`config.mk`:
```
export PLATFORM = sky130hd
export DESIGN_NAME = crcp_engine
export DESIGN_NICKNAME = d
export VERILOG_FILES = /design/src/rtl/crcp_pkg.sv /design/src/rtl/crcp_cfg.sv /design/src/rtl/crcp_datapath.sv /design/src/rtl/crcp_ctrl.sv /design/src/rtl/crcp_engine.sv
export SDC_FILE = /design/constraint.sdc
export NUM_CORES = 1
export LEC_CHECK = 0
export BUFFER_PORTS_ARGS = -buffer_cell sky130_fd_sc_hd__buf_2
export CORE_UTILIZATION = 35
export CTS_BUF_LIST = sky130_fd_sc_hd__clkbuf_4
export DETAILED_ROUTE_END_ITERATION = 12
export PLACE_DENSITY = 0.53
export SLEW_MARGIN = 40
export SYNTH_ARGS = -nofsm -noshare
export SYNTH_HDL_FRONTEND = slang
export SYNTH_HIERARCHICAL = 1
export SYNTH_SLANG_ARGS = --single-unit
```
`constraint.sdc`:
```
create_clock -name clk -period 20.5 [get_ports clk]
set_input_delay 3.075 -clock clk [delete_from_list [all_inputs] [get_ports clk]]
set_output_delay 3.075 -clock clk [all_outputs]
set_load 0.1 [all_outputs]
```
`src/rtl/crcp_pkg.sv`:
```
package crcp_pkg;

    localparam int          CRC_W        = 32;
    localparam logic [31:0] POLY_DEF     = 32'h04C1_1DB7;
    localparam logic [31:0] RES_DEF      = 32'hC704_DD7B;
    localparam int          INIT_CYC_DEF = 8;
    localparam int          MSK_W        = 3;

    typedef enum logic [1:0] {
        RA_CFG  = 2'd0,
        RA_STAT = 2'd1,
        RA_MASK = 2'd2,
        RA_RCTL = 2'd3
    } reg_addr_e;

    localparam int RCTL_MINIT = 0;
    localparam int RCTL_SWRST = 1;

    // first member is the most significant bit
    typedef struct packed {
        logic initing;   // 7
        logic active;    // 6
        logic poly_err;  // 5
        logic ctx_err;   // 4
        logic match;     // 3
        logic ei;        // 2
        logic di;        // 1
        logic rd;        // 0
    } status_t;

    localparam int STAT_W = $bits(status_t);

    function automatic logic [MSK_W-1:0] irq_sources(status_t s);
        return {s.ei, s.di, s.rd};
    endfunction

endpackage

```
`src/rtl/crcp_cfg.sv`:
```
module crcp_cfg #(
    parameter int             W        = crcp_pkg::CRC_W,
    parameter logic [W-1:0]   POLY_RST = crcp_pkg::POLY_DEF,
    parameter logic [W-1:0]   RES_RST  = crcp_pkg::RES_DEF
) (
    input  logic           clk,
    input  logic           hard_clr,
    input  logic           wr_en,
    input  logic [2*W-1:0] wdata,
    input  logic           msg_active,
    output logic [W-1:0]   poly,
    output logic [W-1:0]   residue,
    output logic           ctx_evt,
    output logic           poly_evt
);

    logic take;

    // writes are refused while a message is open
    assign ctx_evt  = wr_en & msg_active;
    // the constant term must stay present
    assign poly_evt = wr_en & ~msg_active & ~wdata[0];
    assign take     = wr_en & ~msg_active & wdata[0];

    always_ff @(posedge clk) begin
        if (hard_clr) begin
            poly    <= POLY_RST;
            residue <= RES_RST;
        end else if (take) begin
            poly    <= wdata[W-1:0];
            residue <= wdata[2*W-1:W];
        end
    end

endmodule

```
`src/rtl/crcp_datapath.sv`:
```
module crcp_datapath #(
    parameter int W = crcp_pkg::CRC_W
) (
    input  logic         clk,
    input  logic         soft_clr,
    input  logic         accept_ok,
    input  logic         din_valid,
    input  logic         din_sof,
    input  logic         din_eof,
    input  logic [W-1:0] din,
    input  logic [W-1:0] poly,
    input  logic [W-1:0] residue,
    output logic [W-1:0] crc_q,
    output logic         active,
    output logic         sof_acc,
    output logic         eof_acc,
    output logic         match_now,
    output logic         fin_q
);

    logic [W-1:0] stage [0:W];
    logic         word_acc;
    logic         upd;

    // preset on the start word, else carry the running remainder
    assign stage[0] = din_sof ? {W{1'b1}} : crc_q;

    // one unrolled division stage per input bit, MSB first
    for (genvar gi = 0; gi < W; gi++) begin : g_bit
        logic fb;
        assign fb          = stage[gi][W-1] ^ din[W-1-gi];
        assign stage[gi+1] = {stage[gi][W-2:0], 1'b0} ^ (poly & {W{fb}});
    end

    assign word_acc  = din_valid & accept_ok;
    assign sof_acc   = word_acc & din_sof;
    // no start flag and no open message -> dropped
    assign upd       = sof_acc | (word_acc & ~din_sof & active);
    assign eof_acc   = upd & din_eof;
    assign match_now = (stage[W] == residue);

    always_ff @(posedge clk) begin
        if (soft_clr) begin
            crc_q  <= {W{1'b1}};
            active <= 1'b0;
            fin_q  <= 1'b0;
        end else begin
            fin_q <= eof_acc;
            if (upd) crc_q <= stage[W];
            if (sof_acc)      active <= ~din_eof;
            else if (eof_acc) active <= 1'b0;
        end
    end

endmodule

```
`src/rtl/crcp_ctrl.sv`:
```
module crcp_ctrl
    import crcp_pkg::*;
#(
    parameter int INIT_CYC = crcp_pkg::INIT_CYC_DEF,
    parameter int MW       = crcp_pkg::MSK_W
) (
    input  logic          clk,
    input  logic          hard_clr,
    input  logic          soft_clr,
    input  logic          mask_wr,
    input  logic [MW-1:0] mask_wdata,
    input  logic          sof_acc,
    input  logic          eof_acc,
    input  logic          match_now,
    input  logic          fin,
    input  logic          ctx_evt,
    input  logic          poly_evt,
    input  logic          active,
    output status_t       st,
    output logic [MW-1:0] mask,
    output logic          irq
);

    localparam int CNT_W = $clog2(INIT_CYC + 1);

    logic [CNT_W-1:0] cnt;
    logic rd_q, di_q, match_q, ctx_q, pe_q;

    // mask survives re-initialisation, cleared by full reset
    always_ff @(posedge clk) begin
        if (hard_clr)     mask <= '0;
        else if (mask_wr) mask <= mask_wdata;
    end

    always_ff @(posedge clk) begin
        if (soft_clr) begin
            cnt     <= CNT_W'(INIT_CYC);
            rd_q    <= 1'b0;
            di_q    <= 1'b0;
            match_q <= 1'b0;
            ctx_q   <= 1'b0;
            pe_q    <= 1'b0;
        end else begin
            if (cnt != '0) cnt <= cnt - CNT_W'(1);
            if (sof_acc) begin
                rd_q    <= 1'b0;
                di_q    <= 1'b0;
                match_q <= 1'b0;
                ctx_q   <= 1'b0;
                pe_q    <= 1'b0;
            end
            if (cnt == CNT_W'(1)) rd_q <= 1'b1;
            if (eof_acc) match_q <= match_now;
            if (fin)     di_q    <= 1'b1;
            if (ctx_evt) ctx_q   <= 1'b1;
            if (poly_evt) pe_q   <= 1'b1;
        end
    end

    always_comb begin
        st.initing  = (cnt != '0);
        st.active   = active;
        st.poly_err = pe_q;
        st.ctx_err  = ctx_q;
        st.match    = match_q;
        st.ei       = ctx_q | pe_q;
        st.di       = di_q;
        st.rd       = rd_q;
    end

    assign irq = |(irq_sources(st) & mask);

endmodule

```
`src/rtl/crcp_engine.sv`:
```
module crcp_engine
    import crcp_pkg::*;
#(
    parameter int           W        = crcp_pkg::CRC_W,
    parameter int           INIT_CYC = crcp_pkg::INIT_CYC_DEF,
    parameter logic [W-1:0] POLY_RST = crcp_pkg::POLY_DEF,
    parameter logic [W-1:0] RES_RST  = crcp_pkg::RES_DEF
) (
    input  logic           clk,
    input  logic           rst,
    input  logic           reg_wr,
    input  logic [1:0]     reg_addr,
    input  logic [2*W-1:0] reg_wdata,
    output logic [2*W-1:0] reg_rdata,
    input  logic           din_valid,
    input  logic           din_sof,
    input  logic           din_eof,
    input  logic [W-1:0]   din,
    output logic           irq
);

    localparam int MW = crcp_pkg::MSK_W;

    logic          rctl_wr, sw_rst, minit, hard_clr, soft_clr;
    logic          cfg_wr, mask_wr;
    logic [W-1:0]  poly_q, res_q, crc_q;
    logic          ctx_evt, poly_evt;
    logic          active, sof_acc, eof_acc, match_now, fin_q;
    status_t       st;
    logic [MW-1:0] mask_q;

    assign rctl_wr  = reg_wr && (reg_addr == RA_RCTL);
    assign sw_rst   = rctl_wr && reg_wdata[RCTL_SWRST];
    assign minit    = rctl_wr && reg_wdata[RCTL_MINIT];
    assign hard_clr = rst | sw_rst;
    assign soft_clr = hard_clr | minit;
    assign cfg_wr   = reg_wr && (reg_addr == RA_CFG);
    assign mask_wr  = reg_wr && (reg_addr == RA_MASK);
    // address 1 has no write decode

    crcp_cfg #(.W(W), .POLY_RST(POLY_RST), .RES_RST(RES_RST)) u_cfg (
        .clk        (clk),
        .hard_clr   (hard_clr),
        .wr_en      (cfg_wr),
        .wdata      (reg_wdata),
        .msg_active (active),
        .poly       (poly_q),
        .residue    (res_q),
        .ctx_evt    (ctx_evt),
        .poly_evt   (poly_evt)
    );

    crcp_datapath #(.W(W)) u_dp (
        .clk       (clk),
        .soft_clr  (soft_clr),
        .accept_ok (~st.initing),
        .din_valid (din_valid),
        .din_sof   (din_sof),
        .din_eof   (din_eof),
        .din       (din),
        .poly      (poly_q),
        .residue   (res_q),
        .crc_q     (crc_q),
        .active    (active),
        .sof_acc   (sof_acc),
        .eof_acc   (eof_acc),
        .match_now (match_now),
        .fin_q     (fin_q)
    );

    crcp_ctrl #(.INIT_CYC(INIT_CYC), .MW(MW)) u_ctrl (
        .clk        (clk),
        .hard_clr   (hard_clr),
        .soft_clr   (soft_clr),
        .mask_wr    (mask_wr),
        .mask_wdata (reg_wdata[MW-1:0]),
        .sof_acc    (sof_acc),
        .eof_acc    (eof_acc),
        .match_now  (match_now),
        .fin        (fin_q),
        .ctx_evt    (ctx_evt),
        .poly_evt   (poly_evt),
        .active     (active),
        .st         (st),
        .mask       (mask_q),
        .irq        (irq)
    );

    always_comb begin
        unique case (reg_addr)
            RA_CFG:  reg_rdata = {res_q, poly_q};
            RA_STAT: reg_rdata = {{(2*W-STAT_W){1'b0}}, st};
            RA_MASK: reg_rdata = {{(2*W-MW){1'b0}}, mask_q};
            default: reg_rdata = '0;
        endcase
    end

endmodule

```
==> qor.csv <==
metric,value,unit
Area Growth Syn to Fin,5.81,%
Worst EP arrival,20.02,ns
CTS tree,done,
sequential-to-total area share from yosys stat,7.61,%
Row Count,105,
measured slew at the worst slew-check pin,0.848,ns
vias in the first global route,28200,
GPL Wtd Cong,0.911,
met1 Usage GRT,39.2,%
Initial Utilization,35.3,%
WL final,123000,um
DP Wirelength,86900,um
syn_area_per_cell,6.64,um^2
layout cell share with drive strength beyond 1,11.9,%
IO Port Bufs,168,
clk_skew,0.0274,ns
initial antenna violation count,8,
DRC violations left,0,
M2 GR Usage,44.9,%
pin count of the biggest net entering global routing,70,
"slowest stage cell, crit path",or4_1,
Syn Nets,4462,
Post-synth EDFFs,0,
Vias,31800,
Max clock buf depth,2,
crit end category,register,
share of Yosys cell area claimed by the top area cell type,20.6,%
commonest cells in the netlist,"928 x nand2_1, 680 x xnor2_1, 360 x o21ai_0",
"Most Used Layer, Global Route",met2,
Final Hold Fails,0,
Root Driver,clkbuf_4,
Achievable Freq,51.1,MHz
met3 Use GR,3.17,%
"Clk Latency, worst-skew pair",0.51,ns
"slowest stage delay, CP",0.87,ns
max-slew violation count,0,
post-synth cell types,122,
cell taking the most area after synthesis,xnor2_1,
total congestion overflow,0,
commonest register cell after synthesis,dfxtp_1,
Nets,4310,
die area,83800,um^2
post-synthesis register bit count,110,
CTS H-Tree Depth,3,
clock sinks,110,
top post-synthesis cells by area,"xnor2_1 21%, nand2_1 12%, dfxtp_1 7.6%, o21ai_0 6.2%, clkbuf_1 4.3%",
status,"complete, no violations",
Slew HR,43.2,%
Worst Hold Class,reg2reg,
DIE HEIGHT,289,um
most frequent cell after synthesis,nand2_1,
Async SR Flop Fraction,0,%
Total GRT Usage,28.4,%
ANT nets after route,0,
"Cell Area, Synth",28900,um^2
Syn. warnings,6,
"Clk pin slew, worst setup/hold paths",0.19,ns
drt first pass iters,6,
most frequent CP cell,nand2_1,
fin util,37.3,%
core area,82000,um^2
I/O pin cnt,169,
cts bufs inserted,9,
CP Max Fanout,31,
crit share post-route,95.5,%
Syn Inst Count,4355,
vias per inst,6.02,
first-pass GRT wire length,185000,um
WL per Instance,23.3,um
Final min period,19.58,ns
Iter 0 DRT Violations,3564,
endpoints failing setup,0,
Die X,289,um
max-cap violations,0,
critical path type,in2reg,
CP Launch Type,input pin,
Worst Path Required,20.94,ns
post-CTS setup buffer count,0,
-- cells by family after synthesis --
kind of cell	Yosys count	share of synthesized area, %
buffers and inverters	489	7.23
AND/OR/NAND/NOR	1689	26.3
multiplexers	106	3.71
flip-flops	110	7.61
AO/OA/AOI/OAI	1152	27.8
adder cells (fa/ha/maj)	3	0.130
XOR/XNOR	806	27.1
-- critical path: cells and delay by family --
kind,cells,cell delay (ns)
buffers and inverters,5,1.53
and+or+nand+nor,19,5.60
xor gates and xnor gates,12,3.99
AOI/OAI and AO/OA,15,5.39
muxes,1,0.38
-- cell type report --
type	count	area [um^2]
Fill cell	8881	51400
Multi-Input combinational cell	3757	24900
Sequential cell	110	2250
Timing Repair Buffer	306	1890
Tap cell	1070	1340
Inverter	19	73.8
Clock buffer	9	67.6
Clock inverter	7	63.8
Antenna cell	5	12.5
-- path summary, 6_finish.rpt --
kind | start | to | slack [ns] | cells past startpoint
setup / recovery | din[31] | u_ctrl/match_q | 0.92 | 52
hold / removal | u_dp/fin_q | u_ctrl/di_q | 0.47 | 1
setup reg to reg | u_cfg/poly[31] | u_ctrl/match_q | 2.46 | 54
hold reg to reg | u_dp/fin_q | u_ctrl/di_q | 0.47 | 1
-- registers in the layout, indices dropped and copies added, names as in the netlist, 3 cells and up --
signal / cells
u_cfg/poly: 32
u_cfg/residue: 32
u_ctrl/cnt: 4
u_ctrl/mask: 3
u_dp/crc_q: 32
-- through the flow --
stage,hold WS [ns],instance area (um^2),TNS (ns),instances,worst slack (ns)
6_report,0.473,30600,0,5283,0.923
5_1_grt,0.480,30600,-0.00580,5280,-0.00580
4_1_cts,0.468,30500,0,5277,1.04
3_5_place_dp,0.428,30400,0,5261,0.561
3_3_place_gp,0.427,30300,0,5260,0.156
2_1_floorplan,0.418,28900,0,4355,3.99
-- layout by cell type, fill, tap and decap left out, types with 78 or more instances in the layout --
master and count:
a21oi_1 156, a32oi_1 128, buf_2 168, buf_4 137, dfxtp_1 78, mux2i_1 95, nand2_1 925, nand3_1 107
nor2_1 252, o21ai_0 360, xnor2_1 669
-- layer usage --
metal | wire, um | vias to the layer above
met2 | 54900 | 1433
met3 | 9570 | 251
met1 | 53400 | 15200
met5 | 11 | -
li1 | - | 14900
met4 | 5440 | 2
-- what timing repair did --
action | in CTS | in global routing
gates resized for setup | 0 | 8
hold buffers | 0 | 0
endpoints found under the setup margin | 0 | 1
Power is left out: the tool's default activity adds up to more than one toggle a clock period on the data nets, which glitch-free logic cannot reach.
